**src/rtl/lstx_pkg.sv**
```systemverilog
package lstx_pkg;

  // What the bus shows during the current bit period.
  typedef enum logic [2:0] {
    ST_IDLE = 3'd0,  // outputs released
    ST_PREJ = 3'd1,  // bus acquired, J before sync
    ST_DATA = 3'd2,  // sync, payload or stuffed bit
    ST_SE0  = 3'd3,  // end-of-packet, both lines low
    ST_EOPJ = 3'd4   // closing J before release
  } tx_state_e;

endpackage

```
**src/rtl/lstx_feed.sv**
```systemverilog
module lstx_feed #(
  parameter int unsigned DATA_W = 8
) (
  input  logic              clk,
  input  logic              rst_n,
  input  logic              s_valid,
  input  logic [DATA_W-1:0] s_data,
  input  logic              s_last,
  output logic              s_ready,
  input  logic              accept_en,  // sequencer in a state that takes bytes
  input  logic              take,       // last bit of current byte leaves now
  input  logic              finish,     // bus released this cycle
  output logic              pending,    // a byte is held
  output logic              have,       // a byte is available for take
  output logic [DATA_W-1:0] nxt_data
);

  logic              hold_full;
  logic              closed;
  logic [DATA_W-1:0] hold;
  logic              fire;

  assign s_ready  = accept_en && !hold_full && !closed;
  assign fire     = s_valid && s_ready;
  assign have     = hold_full || fire;
  assign nxt_data = hold_full ? hold : s_data;
  assign pending  = hold_full;

  always_ff @(posedge clk) begin
    if (!rst_n) begin
      hold_full <= 1'b0;
      closed    <= 1'b0;
      hold      <= '0;
    end else begin
      if (finish) closed <= 1'b0;
      if (fire && s_last) closed <= 1'b1;
      if (take && !have) closed <= 1'b1;  // underrun ends the packet

      if (take && hold_full) begin
        hold_full <= 1'b0;
      end else if (fire && !take) begin
        hold      <= s_data;
        hold_full <= 1'b1;
      end
    end
  end


  last_closes_chk: assert property (@(posedge clk) disable iff (!rst_n)
    (fire && s_last) |=> !s_ready);


  hold_keep_chk: assert property (@(posedge clk) disable iff (!rst_n)
    (hold_full && !take) |=> (hold_full && $stable(hold)));

endmodule

```
**src/rtl/lstx_serial.sv**
```systemverilog
module lstx_serial
  import lstx_pkg::*;
#(
  parameter int unsigned        DATA_W    = 8,
  parameter int unsigned        STUFF_RUN = 6,
  parameter int unsigned        SE0_BITS  = 2,
  parameter logic [DATA_W-1:0]  SYNC_BYTE = 'h80
) (
  input  logic              clk,
  input  logic              rst_n,
  input  logic              bit_en,
  input  logic              pending,
  input  logic              have,
  input  logic [DATA_W-1:0] nxt_data,
  output logic              take,
  output logic              finish,
  output logic              accept_en,
  output tx_state_e         state_o,
  output logic              line_k
);

  localparam int unsigned BIDX_W = (DATA_W > 1) ? $clog2(DATA_W) : 1;
  localparam int unsigned RUN_W  = $clog2(STUFF_RUN + 1);
  localparam int unsigned EOP_W  = $clog2(SE0_BITS + 1);
  localparam logic [BIDX_W-1:0] BIDX_LAST = BIDX_W'(DATA_W - 1);
  localparam logic [RUN_W-1:0]  RUN_MAX   = RUN_W'(STUFF_RUN);
  localparam logic [EOP_W-1:0]  EOP_LAST  = EOP_W'(SE0_BITS - 1);

  tx_state_e         state;
  logic [DATA_W-1:0] sh;
  logic [BIDX_W-1:0] bidx;
  logic              cur_valid;
  logic [RUN_W-1:0]  run;
  logic [EOP_W-1:0]  eop_cnt;

  logic stepping;
  logic stuff_now;
  logic cur_bit;

  assign stepping  = bit_en && (state == ST_PREJ || state == ST_DATA);
  assign stuff_now = (run == RUN_MAX);
  assign cur_bit   = sh[bidx];
  assign take      = stepping && !stuff_now && cur_valid && (bidx == BIDX_LAST);
  assign finish    = bit_en && (state == ST_EOPJ);
  assign accept_en = (state == ST_IDLE) || (state == ST_PREJ) || (state == ST_DATA);
  assign state_o   = state;

  always_ff @(posedge clk) begin
    if (!rst_n) begin
      state     <= ST_IDLE;
      sh        <= '0;
      bidx      <= '0;
      cur_valid <= 1'b0;
      run       <= '0;
      line_k    <= 1'b0;
      eop_cnt   <= '0;
    end else if (bit_en) begin
      case (state)
        ST_IDLE: begin
          if (pending) begin
            state     <= ST_PREJ;
            sh        <= SYNC_BYTE;
            bidx      <= '0;
            cur_valid <= 1'b1;
            run       <= '0;
            line_k    <= 1'b0;
          end
        end
        ST_PREJ, ST_DATA: begin
          if (stuff_now) begin
            state  <= ST_DATA;
            line_k <= !line_k;
            run    <= '0;
          end else if (cur_valid) begin
            state <= ST_DATA;
            if (!cur_bit) begin
              line_k <= !line_k;
              run    <= '0;
            end else begin
              run <= run + RUN_W'(1);
            end
            if (bidx == BIDX_LAST) begin
              bidx <= '0;
              if (have) sh <= nxt_data;
              else      cur_valid <= 1'b0;
            end else begin
              bidx <= bidx + BIDX_W'(1);
            end
          end else begin
            state   <= ST_SE0;
            eop_cnt <= '0;
          end
        end
        ST_SE0: begin
          if (eop_cnt == EOP_LAST) state <= ST_EOPJ;
          else                     eop_cnt <= eop_cnt + EOP_W'(1);
        end
        ST_EOPJ: begin
          state  <= ST_IDLE;
          line_k <= 1'b0;
        end
        default: state <= ST_IDLE;
      endcase
    end
  end


  run_cap_chk: assert property (@(posedge clk) disable iff (!rst_n)
    run <= RUN_MAX);


  stuff_toggle_chk: assert property (@(posedge clk) disable iff (!rst_n)
    (stepping && stuff_now) |=> (line_k != $past(line_k)));

endmodule

```
**src/rtl/lstx_line.sv**
```systemverilog
module lstx_line
  import lstx_pkg::*;
(
  input  logic      clk,
  input  logic      rst_n,
  input  tx_state_e state,
  input  logic      line_k,
  output logic      oe,
  output logic      dp,
  output logic      dm
);

  always_comb begin
    oe = 1'b1;
    dp = 1'b0;
    dm = 1'b1;
    case (state)
      ST_IDLE: begin
        oe = 1'b0;
        dm = 1'b0;
      end
      ST_DATA: begin
        dp = line_k;
        dm = !line_k;
      end
      ST_SE0: dm = 1'b0;
      default: ;
    endcase
  end


  line_legal_chk: assert property (@(posedge clk) disable iff (!rst_n)
    oe |-> !(dp && dm));

endmodule

```
**src/rtl/ls_pkt_tx.sv**
```systemverilog
module ls_pkt_tx
  import lstx_pkg::*;
#(
  parameter int unsigned       DATA_W    = 8,
  parameter int unsigned       STUFF_RUN = 6,
  parameter int unsigned       SE0_BITS  = 2,
  parameter logic [DATA_W-1:0] SYNC_BYTE = 'h80
) (
  input  logic              clk,
  input  logic              rst_n,
  input  logic              bit_en,
  input  logic              s_valid,
  output logic              s_ready,
  input  logic [DATA_W-1:0] s_data,
  input  logic              s_last,
  output logic              busy,
  output logic              bus_oe,
  output logic              bus_dp,
  output logic              bus_dm
);

  logic              take;
  logic              finish;
  logic              accept_en;
  logic              pending;
  logic              have;
  logic [DATA_W-1:0] nxt_data;
  tx_state_e         state_w;
  logic              line_k;

  lstx_feed #(.DATA_W(DATA_W)) feed_i (
    .clk(clk), .rst_n(rst_n),
    .s_valid(s_valid), .s_data(s_data), .s_last(s_last), .s_ready(s_ready),
    .accept_en(accept_en), .take(take), .finish(finish),
    .pending(pending), .have(have), .nxt_data(nxt_data)
  );

  lstx_serial #(
    .DATA_W(DATA_W), .STUFF_RUN(STUFF_RUN),
    .SE0_BITS(SE0_BITS), .SYNC_BYTE(SYNC_BYTE)
  ) serial_i (
    .clk(clk), .rst_n(rst_n), .bit_en(bit_en),
    .pending(pending), .have(have), .nxt_data(nxt_data),
    .take(take), .finish(finish), .accept_en(accept_en),
    .state_o(state_w), .line_k(line_k)
  );

  lstx_line line_i (
    .clk(clk), .rst_n(rst_n), .state(state_w), .line_k(line_k),
    .oe(bus_oe), .dp(bus_dp), .dm(bus_dm)
  );

  assign busy = (state_w != ST_IDLE);


  bit_hold_chk: assert property (@(posedge clk) disable iff (!rst_n)
    !$past(bit_en) |-> $stable({bus_oe, bus_dp, bus_dm}));


  eop_j_chk: assert property (@(posedge clk) disable iff (!rst_n)
    (state_w == ST_EOPJ) |-> (bus_oe && bus_dm && !bus_dp));

endmodule

```
**config.mk**
```make
export PLATFORM = sky130hd
export DESIGN_NAME = ls_pkt_tx
export DESIGN_NICKNAME = d
export VERILOG_FILES = /design/src/rtl/lstx_pkg.sv /design/src/rtl/lstx_feed.sv /design/src/rtl/lstx_serial.sv /design/src/rtl/lstx_line.sv /design/src/rtl/ls_pkt_tx.sv
export SDC_FILE = /design/constraint.sdc
export NUM_CORES = 1
export LEC_CHECK = 0
export ABC_AREA = 1
export BUFFER_PORTS_ARGS = -buffer_cell sky130_fd_sc_hd__buf_2
export CORE_UTILIZATION = 60
export DETAILED_ROUTE_END_ITERATION = 7
export GPL_TIMING_DRIVEN = 0
export PLACE_DENSITY = 0.81
export RECOVER_POWER = 100
export SKIP_LAST_GASP = 1
export SLEW_MARGIN = 20
export SYNTH_ARGS = -nofsm -noshare
export SYNTH_HDL_FRONTEND = slang
export SYNTH_SLANG_ARGS = --single-unit
```
**constraint.sdc**
```tcl
create_clock -name clk -period 2.3 [get_ports clk]
set_input_delay 0.46 -clock clk [delete_from_list [all_inputs] [get_ports clk]]
set_output_delay 0.46 -clock clk [all_outputs]
set_load 0.05 [all_outputs]
```
==> flow_summary.json <==
{
  "yosysTopAreaCellShare_pct": 35.9,
  "power.share.switching_pct": 39.3,
  "unrepaired_setup_endpoints_after_global_routing": "false",
  "global_route_wire_length_before_repair_mm": 6.21,
  "reg2reg_setup_slack_ps": 340,
  "die-area_um2": 3100,
  "leakagePower_uw": 0.000930,
  "clock_sink_count": 31,
  "count_of_routing_violations_after_the_opening_detailed_route_iteration": 94,
  "htree_num_levels": 2,
  "setup_viol_count_final": 0,
  "status": "finished, final reports clean",
  "cts_repair_resize_count": 0,
  "hold_class": "input port to flip-flop",
  "clkPwrFrac_pct": 23.2,
  "synth.yosys.warnings": 0,
  "grt.overflow.total": 0,
  "grt_start_max_net_pins": 11,
  "area_of_the_core_um2": 2730,
  "tns_ps": 0,
  "via_count_of_the_first_global_routing_pass": 1499,
  "cellPowerDensity_nw_per_um2": 839,
  "critical_path_rt_ps": 1840,
  "cellInternalPower_uw": 965,
  "finalWeightedCongestion": 0.794,
  "cpPeakStageDelay_ps": 480,
  "critical_path.cell_chain": "nor2_1 > a21oi_1 > clkbuf_1",
  "cpMaxStageDelayCell": "dfxtp_1",
  "synth_cells": 261,
  "hold_path_startpoint": "s_data[6]",
  "detail_route.first_pass.iterations": 4,
  "synth_edf_count": 0,
  "hold_viol_final": 0,
  "pwr-share-comb_pct": 35.9,
  "netlist-cell-type-count": 30,
  "worstRegToRegCells": 9,
  "vdd.ir_drop.worst_mv": 0.688,
  "diodes": 0,
  "final.period_utilization_pct": 87.0,
  "post_synthesis_cell_area_um2": 1730,
  "finalWorstSetupSlack_ps": 299,
  "io_pins": 18,
  "seq_power_share_pct": 40.9,
  "p_sw_uw": 624,
  "worst_hold_path.endpoint": "feed_i.hold[6]",
  "drv_slew": 0,
  "post-route-drc-count": 0,
  "yosysSeqAreaShare_pct": 35.9,
  "fin_crit_ps": 2000,
  "cp_data_arrival_time_ps": 1540,
  "dominantRegCellSynth": "dfxtp_1",
  "timing.critical_path.from_type": "flip-flop",
  "clkLatencyLatePin_ps": 330,
  "holdWs_ps": 379,
  "cts_inserted_buffers": 5,
  "io_buffers": 17,
  "synth.avg_cell_area_um2": 6.63,
  "stdcell_count": 317,
  "antenna_found_initial": 0,
  "detailroute.via_count": 1641,
  "finalNetCount": 303,
  "ys_async_sr_fraction_pct": 0,
  "cts_tree": "built",
  "postSynthRegisterBits": 31,
  "worst_r2r_endpoint": "serial_i.sh[0]",
  "hpwlAfterDp_mm": 2.65,
  "maximum_fanout_encountered_on_the_critical_timing_path": 6,
  "vias_per_cell": 5.18,
  "fmax_ghz": 0.500,
  "worst-setup-path-type": "flip-flop to output port",
  "floorplan.die.height_um": 55.7,
  "preCtsSetupSlack_ps": 653,
  "cell_type_with_the_largest_total_area_after_synthesis": "dfxtp_1",
  "synth.top_cells.by_area": "dfxtp_1 (36%), nand2_1 (14%), nor2_1 (10%)",
  "post_synth_most_frequent_cells": "nand2_1 (66), nor2_1 (47), dfxtp_1 (31)",
  "cts_hold_buf": 0,
  "postCtsSetupBuffers": 0,
  "width_of_the_die_um": 55.7,
  "row_count": 19,
  "detail_route.wirelength_mm": 3.64,
  "synthesis.nets": 279,
  "avgRoutedWirePerCell_um": 11.5,
  "hold_path_stages": 3,
  "rr_startpoint": "serial_i.run[0]",
  "cts.root.buffer_cell": "clkbuf_4",
  "max_cap_violations": 0,
  "syn_to_final_growth_pct": 9.47,
  "timing.clock.skew_ps": 6.15,
  "setup.worst_path.end_class": "output port",
  "clock_tree.buffer_depth": 2,
  "placed_cells_incl_taps": 309,
  "track_usage_pct": 25.5,
  "post_route_cells_drive_above_1_share_pct": 17.1,
  "floorplan.initialDensity_pct": 63.3,
  "yosysMostFrequentCell": "nand2_1",
  "slew_headroom_pct": 61.2,
  "postRouteAntennaNets": 0,
  "clock_transition_at_the_registers_of_the_reported_paths_ps": 100,
  "timing_worst_slew_pin_value_ps": 580
}
==> power groups by stage <==
stage	registers, uW	logic (uW)	clock network (uW)
2_1_floorplan	653	483	0
3_3_place_gp	660	586	0
5_1_grt	658	647	401
4_1_cts	649	600	378
6_report	649	570	369
3_5_place_dp	662	596	0
==> per-stage QoR <==
step	power (uW)	util, %	instance area [um^2]
after floorplan	1140	-	1740
after global placement	1250	68.1	1860
after detailed placement	1260	68.1	1860
after CTS	1630	70.6	1930
after global routing	1710	69.3	1890
final	1590	69.3	1890
==> placed cells by master (no fill, tap or decap), types with 2 or more instances in the layout <==
master,Yosys,layout
clkbuf_8,0,2
inv_1,23,24
nand2_1,66,69
nor3_1,2,2
o21a_1,2,2
clkbuf_4,0,5
nor2_1,47,50
nand3_1,9,9
nand4_1,2,2
ha_1,5,5
nand2_4,2,2
a31oi_1,2,2
a21oi_1,18,18
o21ai_0,12,13
clkbuf_1,1,6
inv_2,9,8
dfxtp_1,31,31
nor2_2,2,2
buf_2,3,16
nand2_2,9,6
==> flip-flops by register name (all words and copies together) (netlist names), 2 cells and up <==
name,flops
serial_i.sh,8
serial_i.state_o,3
serial_i.run,3
serial_i.bidx,3
serial_i.eop_cnt,2
feed_i.hold,8
==> final cells by class <==
class / count / area, um^2
fill: 265 / 840
sequential: 31 / 621
clock buffer: 8 / 68.8
timing repair buffer: 17 / 80.1
inverter: 32 / 120
tap: 31 / 38.8
buffer: 7 / 41.3
multi-input combinational: 191 / 925
==> critical path: cells and delay by family, from the launching register on <==
| family | cells | cell delay [ps] |
|---|---|---|
| flip-flops | 1 | 480 |
| AO/OA/AOI/OAI | 1 | 130 |
| buffers and inverters | 1 | 480 |
| AND/OR/NAND/NOR | 1 | 120 |
==> cell families after synthesis <==
| group | count (synthesis) | share of synthesized area, % |
|---|---|---|
| AOI/OAI and AO/OA | 37 | 11.3 |
| adders and majority gates | 5 | 3.62 |
| buffers and inverters | 39 | 9.33 |
| DFF | 31 | 35.9 |
| and+or+nand+nor | 149 | 39.9 |
==> layer usage <==
| layer | track usage [%] | part of all wire (%) | wire [um] |
|---|---|---|---|
| met1 | 30.9 | 47 | 1700 |
| met2 | 44.4 | 48 | 1750 |
| met3 | 5.12 | 3.6 | 131 |
| met4 | 9.64 | 1.6 | 57 |
| met5 | 0 | 0 | 0 |
==> how the worst max path moves through the flow <==
stage	start	to	slack [ps]
CTS	serial_i.state_o[0]	busy	460
detailed placement	serial_i.run[0]	serial_i.sh[0]	650
floorplan	serial_i.state_o[2]	s_ready	270
finish	serial_i.state_o[2]	bus_dm	300
global route	serial_i.state_o[1]	s_ready	210
global placement	serial_i.run[0]	serial_i.sh[0]	690
Note: power is estimated with default switching activity, not from simulation.
